===== config.mk =====
export PLATFORM = sky130hd
export DESIGN_NAME = boot_map_guard
export DESIGN_NICKNAME = d
export VERILOG_FILES = /design/src/rtl/boot_map_pkg.sv /design/src/rtl/blk_decode.sv /design/src/rtl/blk_geom.sv /design/src/rtl/prot_ctrl.sv /design/src/rtl/boot_map_guard.sv
export SDC_FILE = /design/constraint.sdc
export NUM_CORES = 1
export LEC_CHECK = 0
export BUFFER_PORTS_ARGS = -buffer_cell sky130_fd_sc_hd__buf_2
export CAP_MARGIN = 40
export CORE_MARGIN = 8
export CORE_UTILIZATION = 46
export CTS_CLUSTER_SIZE = 24
export DETAILED_ROUTE_END_ITERATION = 16
export PLACE_DENSITY = 0.84
export SLEW_MARGIN = 20
export SYNTH_ARGS = -nofsm -noshare
export SYNTH_HDL_FRONTEND = slang
export SYNTH_HIERARCHICAL = 1
export SYNTH_SLANG_ARGS = --single-unit

===== constraint.sdc =====
create_clock -name clk -period 2 [get_ports clk]
set_input_delay 0.1 -clock clk [delete_from_list [all_inputs] [get_ports clk]]
set_output_delay 0.1 -clock clk [all_outputs]
set_load 0.02 [all_outputs]

===== src/rtl/boot_map_pkg.sv =====
package boot_map_pkg;
    localparam int ADDR_W  = 20;
    localparam int NBLK    = 19;
    localparam int IDX_W   = $clog2(NBLK);
    localparam int SEL_LSB = 13;
    localparam int SEL_W   = ADDR_W - SEL_LSB;
    localparam int SIZE_W  = 17;

    localparam logic [SIZE_W-1:0] SZ_64K = SIZE_W'(17'h10000);
    localparam logic [SIZE_W-1:0] SZ_32K = SIZE_W'(17'h08000);
    localparam logic [SIZE_W-1:0] SZ_16K = SIZE_W'(17'h04000);
    localparam logic [SIZE_W-1:0] SZ_8K  = SIZE_W'(17'h02000);

    typedef enum logic [1:0] {
        ST_IDLE,
        ST_PROTECT,
        ST_UNPROTECT
    } prot_state_t;
endpackage


===== src/rtl/blk_decode.sv =====
module blk_decode
    import boot_map_pkg::*;
#(
    parameter bit BOOT_AT_TOP = 1'b1
) (
    input  logic [SEL_W-1:0] sel,
    output logic [IDX_W-1:0] idx
);
    // sel holds address bits 19..13: [6:3] = 64 KB slot, [2] = 32 KB half,
    // [1] = 16 KB quarter, [0] = 8 KB eighth.
    generate
        if (BOOT_AT_TOP) begin : g_top
            always_comb begin
                if (sel[6:3] != 4'hF)
                    idx = IDX_W'(sel[6:3]);
                else if (!sel[2])
                    idx = IDX_W'(15);
                else if (!sel[1])
                    idx = sel[0] ? IDX_W'(17) : IDX_W'(16);
                else
                    idx = IDX_W'(18);
            end
        end else begin : g_bot
            always_comb begin
                if (sel[6:3] != 4'h0)
                    idx = IDX_W'(sel[6:3]) + IDX_W'(3);
                else if (sel[2])
                    idx = IDX_W'(3);
                else if (sel[1])
                    idx = sel[0] ? IDX_W'(2) : IDX_W'(1);
                else
                    idx = IDX_W'(0);
            end
        end
    endgenerate
endmodule


===== src/rtl/blk_geom.sv =====
module blk_geom
    import boot_map_pkg::*;
#(
    parameter bit BOOT_AT_TOP = 1'b1
) (
    input  logic [IDX_W-1:0]  idx,
    output logic [ADDR_W-1:0] base,
    output logic [SIZE_W-1:0] size
);
    logic [IDX_W-1:0] slot;

    generate
        if (BOOT_AT_TOP) begin : g_top
            assign slot = idx;
            always_comb begin
                unique case (idx)
                    IDX_W'(15): begin base = 20'hF0000; size = SZ_32K; end
                    IDX_W'(16): begin base = 20'hF8000; size = SZ_8K;  end
                    IDX_W'(17): begin base = 20'hFA000; size = SZ_8K;  end
                    IDX_W'(18): begin base = 20'hFC000; size = SZ_16K; end
                    default:    begin base = {slot[3:0], 16'h0}; size = SZ_64K; end
                endcase
            end
        end else begin : g_bot
            assign slot = idx - IDX_W'(3);
            always_comb begin
                unique case (idx)
                    IDX_W'(0): begin base = 20'h00000; size = SZ_16K; end
                    IDX_W'(1): begin base = 20'h04000; size = SZ_8K;  end
                    IDX_W'(2): begin base = 20'h06000; size = SZ_8K;  end
                    IDX_W'(3): begin base = 20'h08000; size = SZ_32K; end
                    default:   begin base = {slot[3:0], 16'h0}; size = SZ_64K; end
                endcase
            end
        end
    endgenerate

    logic unused_slot_hi;
    assign unused_slot_hi = slot[IDX_W-1];
endmodule


===== src/rtl/prot_ctrl.sv =====
module prot_ctrl
    import boot_map_pkg::*;
#(
    parameter int PROT_CYCLES   = 10000,
    parameter int UNPROT_CYCLES = 1000000
) (
    input  logic             clk,
    input  logic             rst_n,
    input  logic             prot_req,
    input  logic             unprot_req,
    input  logic [IDX_W-1:0] sel_idx,
    output logic [NBLK-1:0]  prot_bits,
    output logic             busy
);
    localparam int LONGEST = (PROT_CYCLES > UNPROT_CYCLES) ? PROT_CYCLES : UNPROT_CYCLES;
    localparam int CNT_W   = $clog2(LONGEST + 1);

    prot_state_t      state, state_nx;
    logic [CNT_W-1:0] cnt;
    logic [IDX_W-1:0] tgt;
    logic             all_prot;
    logic             cnt_done;

    assign all_prot = &prot_bits;
    assign cnt_done = (cnt == '0);

    // State register
    always_ff @(posedge clk or negedge rst_n) begin
        if (!rst_n) state <= ST_IDLE;
        else        state <= state_nx;
    end

    // Transitions
    always_comb begin
        state_nx = state;
        unique case (state)
            ST_IDLE: begin
                if (prot_req)                    state_nx = ST_PROTECT;
                else if (unprot_req && all_prot) state_nx = ST_UNPROTECT;
            end
            ST_PROTECT:   if (cnt_done) state_nx = ST_IDLE;
            ST_UNPROTECT: if (cnt_done) state_nx = ST_IDLE;
            default:      state_nx = ST_IDLE;
        endcase
    end

    // Counter, target and protection bits
    always_ff @(posedge clk or negedge rst_n) begin
        if (!rst_n) begin
            cnt       <= '0;
            tgt       <= '0;
            prot_bits <= '0;
        end else begin
            unique case (state)
                ST_IDLE: begin
                    if (prot_req) begin
                        tgt <= sel_idx;
                        cnt <= CNT_W'(PROT_CYCLES - 1);
                    end else if (unprot_req && all_prot) begin
                        cnt <= CNT_W'(UNPROT_CYCLES - 1);
                    end
                end
                ST_PROTECT: begin
                    if (cnt_done) prot_bits[tgt] <= 1'b1;
                    else          cnt <= cnt - 1'b1;
                end
                ST_UNPROTECT: begin
                    if (cnt_done) prot_bits <= '0;
                    else          cnt <= cnt - 1'b1;
                end
                default: cnt <= '0;
            endcase
        end
    end

    assign busy = (state != ST_IDLE);
endmodule


===== src/rtl/boot_map_guard.sv =====
module boot_map_guard
    import boot_map_pkg::*;
#(
    parameter bit BOOT_AT_TOP   = 1'b1,
    parameter int PROT_CYCLES   = 10000,
    parameter int UNPROT_CYCLES = 1000000
) (
    input  logic              clk,
    input  logic              rst_n,
    input  logic [ADDR_W-1:0] addr,
    input  logic              temp_unprot,
    input  logic [NBLK-1:0]   erase_mask,
    input  logic [SEL_W-1:0]  op_sel,
    input  logic              prot_req,
    input  logic              unprot_req,
    output logic [IDX_W-1:0]  blk_idx,
    output logic [ADDR_W-1:0] blk_base,
    output logic [SIZE_W-1:0] blk_size,
    output logic              wr_ok,
    output logic [NBLK-1:0]   erase_ok,
    output logic              op_busy,
    output logic [7:0]        verify_data
);
    logic [IDX_W-1:0] op_idx;
    logic [NBLK-1:0]  prot_bits;
    logic [NBLK-1:0]  eff_prot;
    logic             unused_addr_lo;

    assign unused_addr_lo = ^addr[SEL_LSB-1:0];

    blk_decode #(.BOOT_AT_TOP(BOOT_AT_TOP)) u_dec_addr (
        .sel (addr[ADDR_W-1:SEL_LSB]),
        .idx (blk_idx)
    );

    blk_decode #(.BOOT_AT_TOP(BOOT_AT_TOP)) u_dec_op (
        .sel (op_sel),
        .idx (op_idx)
    );

    blk_geom #(.BOOT_AT_TOP(BOOT_AT_TOP)) u_geom (
        .idx  (blk_idx),
        .base (blk_base),
        .size (blk_size)
    );

    prot_ctrl #(
        .PROT_CYCLES   (PROT_CYCLES),
        .UNPROT_CYCLES (UNPROT_CYCLES)
    ) u_ctrl (
        .clk        (clk),
        .rst_n      (rst_n),
        .prot_req   (prot_req),
        .unprot_req (unprot_req),
        .sel_idx    (op_idx),
        .prot_bits  (prot_bits),
        .busy       (op_busy)
    );

    assign eff_prot    = prot_bits & {NBLK{~temp_unprot}};
    assign wr_ok       = ~eff_prot[blk_idx];
    assign erase_ok    = erase_mask & ~eff_prot;
    assign verify_data = {7'b0, prot_bits[op_idx]};
endmodule


==> results.md, run 1 <==
* Status: finished with violations
* Failing checks: setup timing
* Maximum number of pins on one net before global-route repair at 47
* CTS HTree Levels at 2
* Post-route ant nets at 0
* Clock Latency Late Sink at 0.30 ns
* Post-synth ARST share at 1.000
* Fin. max-slew vios at 0
* YS warnings at 6
* Nets at 608
* Startpoint class of the critical path: flop
* Die area at 0.01054 mm^2
* Area grow syn2layout at 44.46%
* R2r worst-path depth at 5
* TritonCTS clock tree: built
* Hold Path Class: in2reg
* Pleak at 0.002328 uW
* RSZ-0062 raised after global routing: yes
* Total power at 1793 uW
* Setup crit end: u_ctrl/prot_bits[18]
* Cell Area, Placed at 0.004367 mm^2
* Core Region at 0.007253 mm^2
* Non-filler cells, final at 651
* # setup viols final at 40
* Min-delay src: prot_req
* Mapped Area at 0.003453 mm^2
* Post-synthesis cell type count at 59
* Part of the cycle the worst path needs at 1.088
* Final min period at 2.175 ns
* TritonRoute pass-1 iters at 6
* P per Cell Area at 359.3 mW/mm^2
* I/O pins at 122
* CTS root buffer: clkbuf_8
* Fin area at 0.004989 mm^2
* Clk slew on worst S/H paths at 0.08 ns
* TritonCTS Buffers at 5
* CTS Sinks at 46
* R2R setup slack at -0.18 ns
* Global-route wire length before repair at 17.24 mm
* Layout cell share with drive strength beyond 1 at 0.4547
* DR WL/cell at 18.51 um
* Clk_skew at 0.007111 ns
* Max-cap viol count at 0
* CP Max Fanout at 5
* WP data required at 2.24 ns
* VDD IR max at 339.4 uV
* Final core utilization at 0.6878
* Critical path type: reg2reg
* Syn Inst Count at 390
* Remaining global-route overflow at 0
* HPWL after DPL at 8.263 mm
* GR Util All Layers at 0.2027
* Routed WL at 12.05 mm
* Via density at 5.869
* IO buf count at 75
* Critical path arrival at 2.41 ns
* Mean post-synth cell area at 8.855 um^2
* DR DRC count at 0
* Final-report hold violation count at 0
* ANT cells at 0
* Register area share after synthesis at 0.3333
* Fmax at 459.7 MHz
* Placer Congestion at 0.9875
* Buffers and inverters on the worst path at 0
* Die W at 102.6 um
* Headroom to the max-slew limit at 0.6080
* Std-Cell Rows at 31
* Slowest Stage Delay on Critical Path at 0.58 ns
* Vias in the first global route at 3663
* Clock Tree Buf Depth at 2
* Worst Setup SP: u_ctrl/cnt[14]
* Worst slew pin tran at 0.5881 ns
* Number of fill cells at 526
* R2r endpoint: u_ctrl/prot_bits[18]
* Fin worst setup slack at -0.1754 ns
* Effective utilization at floorplan at 0.4761
* Slowest cell on the critical path: or4_4
* CP delay by family, top: simple AND/OR/NAND/NOR gates
* Synth Flop Type: dfrtp_1
* Crit path top cell by count: or4_4
* Number of synthesized flops with an enable pin at 0
* Die Y at 102.6 um
* Vias at 3821
* Launch point of the worst reg-to-reg path: u_ctrl/cnt[14]
* Setup crit end kind: flop
* CP Cell Sequence: or4_4 > or3_4 > or4_4 > nor2_1 > o21a_1
* Total placed cells including tap cells at 622
* WP depth at 5
* Initial antenna violation count at 0
* Synthesis-stage register bit count at 46
* First DRT Iteration DRCs at 174
## worst min-delay path: cells and delay by family
kind,cells,cell delay [ns]
AOI/OAI and AO/OA,2,0.17
buffers and inverters,1,0.13
## synthesized netlist by cell type (7+ instances only)
| cell type | instances | area, um^2 |
|---|---|---|
| dfrtp_1 | 46 | 1151 |
| nor2_1 | 42 | 157.7 |
| buf_4 | 34 | 255.2 |
| a21boi_0 | 24 | 180.2 |
| o21a_1 | 17 | 127.6 |
| inv_1 | 15 | 56.30 |
| a21oi_1 | 14 | 70.07 |
| nand2_1 | 14 | 52.55 |
| mux2i_1 | 12 | 120.1 |
| o21ai_0 | 11 | 55.05 |
| o31ai_1 | 11 | 82.58 |
| nor3_1 | 10 | 50.05 |
| a31oi_1 | 9 | 56.30 |
| nand4_1 | 9 | 56.30 |
| clkbuf_1 | 8 | 30.03 |
| nand3_1 | 8 | 40.04 |
| nand2b_1 | 7 | 43.79 |
## layout make-up
class	count	area, um^2	area share
sequential	46	1152	0.2310
timing repair buffer	172	1190	0.2385
multi-input combinational	312	2387	0.4786
inverter	15	56.30	0.01129
clock buffer	5	68.82	0.01379
clock inverter	2	10.01	0.002007
tap	99	123.9	0.02483
## report_power, final
group / internal (uW) / switching (uW)
clock network: 235 / 309
logic: 108 / 212
registers: 929 / 0
total: 1270 / 521
## logic make-up (layout without fill, tap and decap cells)
family | after synthesis | count (layout) | share of synthesized area
muxes | 21 | 21 | 0.07500
and+or+nand+nor | 135 | 136 | 0.2210
buffers and inverters | 64 | 194 | 0.1109
AOI/OAI and AO/OA | 117 | 117 | 0.2395
adders and majority gates | 5 | 5 | 0.01812
DFF | 46 | 46 | 0.3333
other | 2 | 33 | 0.002175
## what timing repair did
item / CTS / global route
hold endpoints to repair: 46 / 0
gates cloned: 1 / 2
pin swaps: 6 / 24
endpoints found under the setup margin: 31 / 42
hold buffers: 1 / 0
gates resized for setup: 21 / 61
setup buffers: 11 / 7
## worst min path at each step
stage                     cells after the start              end
after floorplan                               0    u_ctrl/cnt[0]
after global placement                        2    u_ctrl/cnt[0]
after detailed placement                      2    u_ctrl/cnt[1]
after CTS                                     3  u_ctrl/state[0]
after global routing                          3  u_ctrl/state[0]
final                                         3  u_ctrl/state[0]
## per-layer routing
layer	global-route usage	vias to the layer above	wire length, um
met3	0.03646	46	1150
met4	0.08804	0	472
met5	0	-	0
li1	-	1711	-
met1	0.2191	1864	4284
met2	0.3761	200	6145
## stage by stage
step | worst slack, ns | hold WS (ns) | TNS (ns)
after floorplan | -0.02038 | -0.1956 | -0.06393
after global placement | -0.06363 | 0.2159 | -0.5941
after detailed placement | -0.1571 | 0.2218 | -2.036
after CTS | -0.05799 | 0.1619 | -0.2690
after global routing | -0.2182 | 0.1729 | -5.074
final | -0.1754 | 0.1511 | -3.423
## registers in the layout, indices dropped and copies added, names as in the netlist
| signal | flops |
|---|---|
| u_ctrl/cnt | 20 |
| u_ctrl/prot_bits | 19 |
| u_ctrl/state | 2 |
| u_ctrl/tgt | 5 |
## layout by cell type (no fill, tap or decap), drive strengths merged, types with 8 or more instances in the layout
cell,synthesis,final
a31oi,9,9
nand4,9,9
nor3,11,11
conb,2,33
o21a,17,17
nand2,14,14
inv,15,15
o21ai,11,11
dfrtp,46,46
a21oi,14,14
mux2i,12,12
buf,40,170
nor2,42,42
nand3,8,8
o31ai,11,11
a21boi,25,25
Power figures use the tool's default switching activity.
==> run 2, diff against run 1 <==
SETUP_SLACK_MARGIN = 0.3   (was unset)
==> results.md, run 2 (same netlist as run 1, synthesis figures left out) <==
* Placer Congestion at 0.9186
* Clk_skew at 0.004806 ns
* CP Cell Sequence: or4_4 > nor3_2 > and3_4 > buf_2 > nor3_1 > or3_1
* Clock Latency Late Sink at 0.31 ns
* Critical path type: reg2reg
* Setup crit end kind: flop
* GR Util All Layers at 0.2109
* Vias at 3781
* Final-report hold violation count at 0
* Final TNS setup at -0.4003 ns
* Final min period at 2.081 ns
* TritonCTS clock tree: built
* Most common cell after layout, fill and taps aside: buf_2
* IO buf count at 75
* Fin. max-slew vios at 0
* Fmax at 480.4 MHz
* Core Region at 0.007253 mm^2
* Status: finished with violations
* Dpl ws at -0.09468 ns
* Pleak at 0.002338 uW
* Fin worst setup slack at -0.08141 ns
* Largest Register: u_ctrl/cnt
* Clock network power share at 0.394
* Seq pwr share at 0.443
* CTS HTree Levels at 2
* Fin area at 0.005151 mm^2
* Area grow syn2layout at 49.17%
* Non-filler cells, final at 649
* WP data required at 2.19 ns
* Comb pwr share at 0.163
* P per Cell Area at 407.3 mW/mm^2
* I/O pins at 122
* Psw at 551.1 uW
* Worst slew pin tran at 0.5885 ns
* Maximum number of pins on one net before global-route repair at 47
* Most frequent cells in the layout: buf_2 (74), buf_4 (72), dfrtp_1 (46)
* HPWL after DPL at 8.567 mm
* Switching share of power at 0.2627
* Total placed cells including tap cells at 619
* CP Max Fanout at 4
* DR DRC count at 0
* Routed WL at 12.30 mm
* ANT cells at 0
* Max-cap viol count at 0
* Vias in the first global route at 3785
* CTS Sinks at 46
* Nets at 605
* RSZ-0062 raised after global routing: yes
* First DRT Iteration DRCs at 163
* Remaining global-route overflow at 0
* Startpoint class of the critical path: flop
* Headroom to the max-slew limit at 0.6077
* Biggest regs: u_ctrl/cnt x20, u_ctrl/prot_bits x19, u_ctrl/tgt x5
* Clock Tree Buf Depth at 2
* Failing checks: setup timing
* TritonRoute pass-1 iters at 4
* Clk slew on worst S/H paths at 0.09 ns
* Std-Cell Rows at 31
* Hold Path Class: in2reg
* Die area at 0.01054 mm^2
* Internal power at 1547 uW
* Initial antenna violation count at 0
* Die W at 102.6 um
* Via density at 5.826
* Die Y at 102.6 um
* Global-route wire length before repair at 17.75 mm
* Layout cell share with drive strength beyond 1 at 0.4873
* Slowest Stage Delay on Critical Path at 0.56 ns
* Cell Area, Placed at 0.004369 mm^2
* # setup viols final at 10
* Part of the cycle the worst path needs at 1.041
* VDD IR max at 345.1 uV
* DR WL/cell at 18.95 um
* Effective utilization at floorplan at 0.4761
* Critical path arrival at 2.27 ns
* Largest register FFs at 20
* Final core utilization at 0.7102
* TritonCTS Buffers at 5
* Post-route ant nets at 0
* CTS root buffer: clkbuf_8
* Slowest cell on the critical path: or4_4
[run 2: metal layers]
layer	GRT usage	part of all wire
met5	0	0
met4	0.1298	0.050
met3	0.04727	0.089
met2	0.3891	0.51
met1	0.2104	0.35
[run 2: power groups by stage]
stage / Combinational [uW] / Sequential [uW] / Clock [uW]
floorplan: 242 / 948 / 0
global placement: 310 / 948 / 0
detailed placement: 318 / 948 / 0
CTS: 332 / 929 / 839
global route: 367 / 929 / 877
finish: 341 / 929 / 828
[run 2: critical path, delay by kind of cell, from the launching register on]
| kind | cells | cell delay [ns] |
|---|---|---|
| buffers and inverters | 1 | 0.17 |
| flip-flops | 1 | 0.38 |
| AND/OR/NAND/NOR | 5 | 1.41 |
[run 2: what timing repair did]
action | CTS | global route
cloned | 1 | 0
resized for setup | 59 | 49
buffers inserted | 15 | 5
hold endpoints to repair | 46 | 0
hold buffers | 1 | 0
pin swaps | 11 | 21
endpoints found under the setup margin | 46 | 46
[run 2: final timing paths]
kind,from,end,slack [ns],cells past startpoint
setup reg to reg,u_ctrl/cnt[17],u_ctrl/cnt[10],-0.08,6
min in group asynchronous,rst_n,u_ctrl/cnt[1],0.41,3
setup / recovery,u_ctrl/cnt[17],u_ctrl/cnt[10],-0.08,6
hold / removal,prot_req,u_ctrl/state[0],0.15,3
max in group asynchronous,rst_n,u_ctrl/prot_bits[15],1.19,3
hold reg to reg,u_ctrl/tgt[1],u_ctrl/tgt[1],0.58,1
[run 2: cell type report]
type / count / area (um^2)
Multi-Input combinational cell: 311 / 2485
Fill cell: 544 / 2102
Timing Repair Buffer: 170 / 1197
Sequential cell: 46 / 1151
Tap cell: 99 / 123.9
Clock buffer: 5 / 68.82
Clock inverter: 3 / 68.82
Inverter: 15 / 56.30
[run 2: per-stage QoR]
stage	hold WS, ns	power (uW)
6_report	0.1521	2098
5_1_grt	0.1921	2174
4_1_cts	0.1659	2100
3_5_place_dp	0.2213	1265
3_3_place_gp	0.2111	1258
2_1_floorplan	-0.1956	1190
